[config.mk]
export PLATFORM = sky130hd
export DESIGN_NAME = pmul8x16_round
export DESIGN_NICKNAME = d
export VERILOG_FILES = /design/src/rtl/pmr_pkg.sv /design/src/rtl/pmr_opsel.sv /design/src/rtl/pmr_lane.sv /design/src/rtl/pmr_pack.sv /design/src/rtl/pmul8x16_round.sv
export SDC_FILE = /design/constraint.sdc
export NUM_CORES = 2
export LEC_CHECK = 0
export BUFFER_PORTS_ARGS = -buffer_cell sky130_fd_sc_hd__buf_2
export CAP_MARGIN = 20
export CORE_MARGIN = 3
export CORE_UTILIZATION = 39
export CTS_CLUSTER_SIZE = 24
export DETAILED_ROUTE_END_ITERATION = 10
export PLACE_DENSITY = 0.58
export SLEW_MARGIN = 20
export SYNTH_ARGS = -nofsm -noshare
export SYNTH_HDL_FRONTEND = slang
export SYNTH_HIERARCHICAL = 1
export SYNTH_SLANG_ARGS = --single-unit
[constraint.sdc]
create_clock -name clk -period 9.75 [get_ports clk]
set_input_delay 0.975 -clock clk [delete_from_list [all_inputs] [get_ports clk]]
set_output_delay 0.975 -clock clk [all_outputs]
set_load 0.02 [all_outputs]
[src/rtl/pmr_pkg.sv]
package pmr_pkg;

   typedef enum logic [2:0] {
      PM_LANE    = 3'd0,
      PM_BC_LO   = 3'd1,
      PM_BC_HI   = 3'd2,
      PM_UPPER   = 3'd3,
      PM_LOWER   = 3'd4,
      PM_WIDE_UP = 3'd5,
      PM_WIDE_LO = 3'd6,
      PM_NONE    = 3'd7
   } pmr_mode_e;

   function automatic logic pmr_is_wide(input pmr_mode_e m);
      return (m == PM_WIDE_UP) || (m == PM_WIDE_LO);
   endfunction

endpackage

[src/rtl/pmr_opsel.sv]
module pmr_opsel
   import pmr_pkg::*;
#(
   parameter int LANES      = 4,
   parameter int LANE_W     = 16,
   parameter int BYTE_W     = 8,
   parameter int BC_LO_LANE = 1,
   parameter int BC_HI_LANE = 0
) (
   input  logic [LANES*LANE_W-1:0]     a_i,
   input  logic [LANES*LANE_W-1:0]     b_i,
   input  pmr_mode_e                   mode_i,
   output logic [LANES*LANE_W-1:0]     mcand_o,
   output logic [LANES*(BYTE_W+1)-1:0] mplier_o
);
   localparam int MW = BYTE_W + 1;

   if (BC_LO_LANE >= LANES || BC_HI_LANE >= LANES) begin : g_bad_bcast
      $error("pmr_opsel: broadcast lane index out of range");
   end

   for (genvar r = 0; r < LANES; r++) begin : g_lane
      logic [BYTE_W-1:0] word_byte;
      logic [BYTE_W-1:0] hi_byte;
      logic [BYTE_W-1:0] lo_byte;
      logic [LANE_W-1:0] mc;
      logic [MW-1:0]     mp;

      assign word_byte = a_i[r*BYTE_W +: BYTE_W];
      assign hi_byte   = a_i[r*LANE_W+BYTE_W +: BYTE_W];
      assign lo_byte   = a_i[r*LANE_W +: BYTE_W];

      always_comb begin
         mc = b_i[r*LANE_W +: LANE_W];
         mp = {1'b0, word_byte};
         unique case (mode_i)
            PM_LANE: ;
            PM_BC_LO: mc = b_i[BC_LO_LANE*LANE_W +: LANE_W];
            PM_BC_HI: mc = b_i[BC_HI_LANE*LANE_W +: LANE_W];
            PM_UPPER, PM_WIDE_UP: mp = {hi_byte[BYTE_W-1], hi_byte};
            PM_LOWER, PM_WIDE_LO: mp = {1'b0, lo_byte};
            default: begin
               mc = '0;
               mp = '0;
            end
         endcase
      end

      assign mcand_o[r*LANE_W +: LANE_W] = mc;
      assign mplier_o[r*MW +: MW]        = mp;
   end

endmodule

[src/rtl/pmr_lane.sv]
module pmr_lane #(
   parameter int LANE_W = 16,
   parameter int BYTE_W = 8
) (
   input  logic [LANE_W-1:0]   mcand_i,
   input  logic [BYTE_W:0]     mplier_i,
   output logic [LANE_W-1:0]   narrow_o,
   output logic [2*LANE_W-1:0] wide_o
);
   localparam int PW = LANE_W + BYTE_W + 1;
   localparam int WW = 2 * LANE_W;
   localparam logic [WW-1:0] RND_INC = WW'(1) << BYTE_W;

   if (WW <= PW) begin : g_bad_width
      $error("pmr_lane: lane too narrow for the product");
   end

   logic signed [PW-1:0] prod;
   logic [WW-1:0]        ext;
   logic [WW-1:0]        rnd;

   assign prod     = $signed(mcand_i) * $signed(mplier_i);
   assign ext      = {{(WW-PW){prod[PW-1]}}, prod};
   assign rnd      = ext + (ext[BYTE_W-1] ? RND_INC : '0);
   assign narrow_o = rnd[BYTE_W +: LANE_W];
   assign wide_o   = rnd;

endmodule

[src/rtl/pmr_pack.sv]
module pmr_pack
   import pmr_pkg::*;
#(
   parameter int LANES  = 4,
   parameter int LANE_W = 16
) (
   input  pmr_mode_e                     mode_i,
   input  logic [LANES*LANE_W-1:0]       narrow_i,
   input  logic [LANES*2*LANE_W-1:0]     wide_i,
   output logic [LANES*LANE_W-1:0]       res_o
);
   localparam int WW    = 2 * LANE_W;
   localparam int PAIRS = LANES / 2;

   if (LANES % 2 != 0) begin : g_bad_lanes
      $error("pmr_pack: lane count must be even");
   end

   logic wide_sel;
   assign wide_sel = pmr_is_wide(mode_i);

   for (genvar w = 0; w < PAIRS; w++) begin : g_pair
      assign res_o[w*WW +: WW] = wide_sel ? wide_i[w*WW +: WW]
                                          : narrow_i[w*WW +: WW];
   end

endmodule

[src/rtl/pmul8x16_round.sv]
module pmul8x16_round
   import pmr_pkg::*;
#(
   parameter int LANES      = 4,
   parameter int LANE_W     = 16,
   parameter int BYTE_W     = 8,
   parameter int BC_LO_LANE = 1,
   parameter int BC_HI_LANE = 0
) (
   input  logic                    clk,
   input  logic                    rst,
   input  logic                    in_valid,
   input  logic [LANES*LANE_W-1:0] src_a,
   input  logic [LANES*LANE_W-1:0] src_b,
   input  logic [2:0]              mode,
   output logic                    out_valid,
   output logic [LANES*LANE_W-1:0] result
);
   localparam int DW = LANES * LANE_W;
   localparam int MW = BYTE_W + 1;
   localparam int WW = 2 * LANE_W;

   if (LANE_W != 2 * BYTE_W) begin : g_bad_ratio
      $error("pmul8x16_round: lane width must be twice the byte width");
   end

   // stage 1: capture
   logic            v1;
   logic [DW-1:0]   a_q;
   logic [DW-1:0]   b_q;
   pmr_mode_e       mode_q;

   always_ff @(posedge clk) begin
      if (rst) begin
         v1     <= 1'b0;
         a_q    <= '0;
         b_q    <= '0;
         mode_q <= PM_LANE;
      end else begin
         v1 <= in_valid;
         if (in_valid) begin
            a_q    <= src_a;
            b_q    <= src_b;
            mode_q <= pmr_mode_e'(mode);
         end
      end
   end

   // operand selection, lane multipliers, packing
   logic [DW-1:0]       mcand;
   logic [LANES*MW-1:0] mplier;
   logic [DW-1:0]       narrow;
   logic [LANES*WW-1:0] wide;
   logic [DW-1:0]       res_c;

   pmr_opsel #(
      .LANES(LANES), .LANE_W(LANE_W), .BYTE_W(BYTE_W),
      .BC_LO_LANE(BC_LO_LANE), .BC_HI_LANE(BC_HI_LANE)
   ) u_sel (
      .a_i(a_q), .b_i(b_q), .mode_i(mode_q),
      .mcand_o(mcand), .mplier_o(mplier)
   );

   for (genvar r = 0; r < LANES; r++) begin : g_mul
      pmr_lane #(.LANE_W(LANE_W), .BYTE_W(BYTE_W)) u_lane (
         .mcand_i (mcand[r*LANE_W +: LANE_W]),
         .mplier_i(mplier[r*MW +: MW]),
         .narrow_o(narrow[r*LANE_W +: LANE_W]),
         .wide_o  (wide[r*WW +: WW])
      );
   end

   pmr_pack #(.LANES(LANES), .LANE_W(LANE_W)) u_pack (
      .mode_i(mode_q), .narrow_i(narrow), .wide_i(wide), .res_o(res_c)
   );

   // stage 2: result
   always_ff @(posedge clk) begin
      if (rst) begin
         out_valid <= 1'b0;
         result    <= '0;
      end else begin
         out_valid <= v1;
         if (v1) result <= res_c;
      end
   end

   // assertion support: edges seen since reset
   logic [1:0] warm;
   always_ff @(posedge clk) begin
      if (rst)              warm <= '0;
      else if (warm != 2'd2) warm <= warm + 2'd1;
   end

   a_r1_reset_clears: assert property (@(posedge clk)
      rst |=> (!out_valid && result == '0));

   a_r2_valid_latency: assert property (@(posedge clk) disable iff (rst)
      (warm == 2'd2) |-> (out_valid == $past(in_valid, 2)));

   a_r3_hold_result: assert property (@(posedge clk) disable iff (rst)
      (warm == 2'd2 && !$past(in_valid, 2)) |-> $stable(result));

   a_r11_unused_zero: assert property (@(posedge clk) disable iff (rst)
      (warm != 2'd0 && out_valid && $past(mode_q) == PM_NONE) |-> (result == '0));

endmodule

==> run summary <==
The die area was 0.08890 sq mm. The tree is rooted in a clkbuf_16. In this design, the stage delay of the slowest critical-path cell is 0.69 ns. The tool flagged a number of max-cap violations equal to 0. Entering global routing, the biggest net connects 80 pins. The clock passes through at most 2 buffers. The final critical path takes up 87.69% of the cycle. The run gives 0.4904 ns as the final worst hold slack. The total number of clock tree sinks is 197. In this run the static leakage power is 17.51 nW. The final layout net count came out at 4526. The total vias in the final route came out at 25390. For this configuration, the core starts out at a cell density of 39.59%. The worst-case IR drop observed on VDD is 0.1533 mV. For the source-to-sink clock delay at the later pin of the worst-skew pair, the log shows 0.53 ns.

The number of buffers and inverters on the critical path is 3. The count of buffers inserted at the top-level ports was 198; the die extent in y was 298.2 um. The family with the most delay on the worst path was adder cells. The number of global-route vias before repair was 26061. The number of warnings printed during yosys synthesis is 6. The number of hold-slack violations in the final timing report was 0; the largest fanout of any net on the critical path was 46. The run finished with clean final reports. For this run, the number of standard cells in the final layout without fillers is 4848. The initialized floorplan defines 106 standard-cell rows.

Timing would allow up to 117.0 MHz. Buffers added to address setup during post-CTS repair amount to 0. Traced cell by cell, the critical path runs through buf_4 > nor2b_1 > buf_4 > o21a_1 > and2_1 > inv_1 > nor2_1 > fa_1 > fa_1 > fa_1 > fa_1 > ha_1 > ha_1 > a211oi_2 > o21bai_2 > or4b_4 > o211a_1 > nor4_4 > nand4b_4 > nor4_4 > a21oi_1 > mux2_2 > mux2i_1 > nor2_1. The residual DRC count is 0.

Setup repair after global routing left no endpoint under its margin. The min-delay analysis places its worst path in the category flip-flop to flip-flop. The first global-routing pass estimated 154500 um of wire. After legalization and detailed placement, the total HPWL measured 79640 um.

During I/O placement, the number of pins put on the boundary was 199. STA classifies the critical path startpoint as a flip-flop. For the final database, setup skew stands at 0.02920 ns. TritonCTS built the clock tree.

Number of antenna violations at the first check in global routing: 4. The worst setup path is captured at a flip-flop. Routability-driven placement finished with a final weighted congestion of 0.8881.

Compared with the post-synthesis result, the final layout area differs by 6.092%. By instance count, the cell type seen most on the critical path is fa_1. In the synthesized netlist, the number of instances is 3674. Detailed routing placed a total of 6010 um of wire on met3.

In this run, post-CTS hold repair placed 0 buffers. In this run the standard cell core region covers 0.08409 sq mm. Summing every instance area after synthesis gives 0.03329 sq mm. Summed over all layers, the global routing overflow is 0.

For the routed length on met1, the log shows 44370 um. For the detailed-routed wire length on met2, the log shows 43930 um. Detailed-route wire length: 97980 um.

For the number of pins exceeding their max-slew limit in the final report, the log shows 0. The clock slew at the register clock pins of the worst setup and hold paths works out to 0.09 ns. For the residual antenna-violating net count after detailed routing, the log shows 0. Highest layer used for signal routing: met5.

The required time of the critical path is 10.13 ns, and the number of placed instances, taps included is 4815. In the final timing run, aggregate negative setup slack is 0 ns. The post-route netlist has 13.04% of its cells at a drive strength greater than 1. The average routed wire per standard cell is 20.21 um, and the x dimension of the die is 298.2 um.

On the critical path, the stage with the largest delay is an instance of dfxtp_4. The average vias per placed instance came out at 5.237. The clock tree synthesis step divided the H-tree into 4 levels. Averaged over all synthesized cells, the footprint is 9.061 sq um.

The design draws 0.005767 W. For the worst setup path, the data arrival time is 8.93 ns. Dividing total power by cell area gives a power density of 163.3 mW/mm^2.

When the netlist entered floorplanning its net count stood at 4500. Subtracting the final worst setup slack from the clock period gives 8.550 ns. Setup violations remaining at the end of the flow were counted as 0. The CTS buffer count came out at 17. The total global-route track usage was 22.43%.

The worst pin sits at a relative slew slack of 26.86%. The pre-antenna-repair detailed-routing pass consisted of 6 iterations. For the pin with the worst max-slew slack, the measured transition is 1.097 ns.

Cells fill 42.00% of the core in the end. For the DRC violation total after the first TritonRoute iteration, the log shows 1890. Critical setup path kind: flip-flop to flip-flop. The run gives 0 as the number of gates given a new drive strength after cts.
## layout make-up
type	count	area [sq um]
clock buffers	20	466.7
multi-input cells	2765	26150
well taps	1134	1419
clock inverters	12	126.4
flip-flops and latches	197	3956
repair buffers	261	1479
inverters	458	1719
fillers	8559	48770
diodes	1	2.502
## per-stage QoR
| stage | setup slack, ns | instance area (sq um) |
|---|---|---|
| floorplan | 2.439 | 33290 |
| global placement | 1.362 | 34710 |
| detailed placement | 1.258 | 34710 |
| CTS | 1.219 | 35310 |
| global route | 0.6846 | 35320 |
| finish | 1.200 | 35320 |
## registers in the layout, indices dropped and copies added, names as in the netlist
name,cells
b_q,64
mode_q,3
a_q,64
v1,1
result,64
out_valid,1
## layout by cell type, fill, tap and decap left out, drive strengths merged, types with 10 or more instances in the layout
cell type / count
fa: 476
inv: 465
nand2: 345
nor2: 297
buf: 260
and2: 253
ha: 216
mux2i: 197
dfxtp: 197
a21oi: 135
xnor2: 82
nor2b: 67
mux2: 64
nand2b: 47
o21ai: 45
o211ai: 41
nand3: 40
xor2: 38
a22oi: 35
o22ai: 33
nor3: 33
o2bb2ai: 32
o221ai: 32
clkbuf: 21
o21a: 18
or4b: 17
a21o: 16
and3: 14
or2b: 12
nand4: 12
a31oi: 10
nor4: 10
## worst min-delay path, cell delays in order (launching register included)
cell,delay [ns]
dfxtp_1,0.33
mux2i_1,0.06
nor2_1,0.07
## where the power goes
| group | switching (W) | internal [W] |
|---|---|---|
| combinational | 0.00232 | 0.00168 |
| sequential | 0.000113 | 0.000896 |
| clock | 0.000398 | 0.000360 |
## worst paths after layout
kind | cells after the start | startpoint | slack (ns) | end
hold reg to reg | 2 | result[26] | 0.49 | result[26]
hold / removal | 2 | result[26] | 0.49 | result[26]
setup / recovery | 24 | mode_q[2] | 1.20 | result[63]
setup reg to reg | 24 | mode_q[2] | 1.20 | result[63]
## layer usage
metal	GRT usage, %	up-vias
li1	-	11987
met5	0	-
met2	35.24	681
met1	30.61	12604
met3	4.358	116
met4	8.370	2
Power figures use the tool's default switching activity.
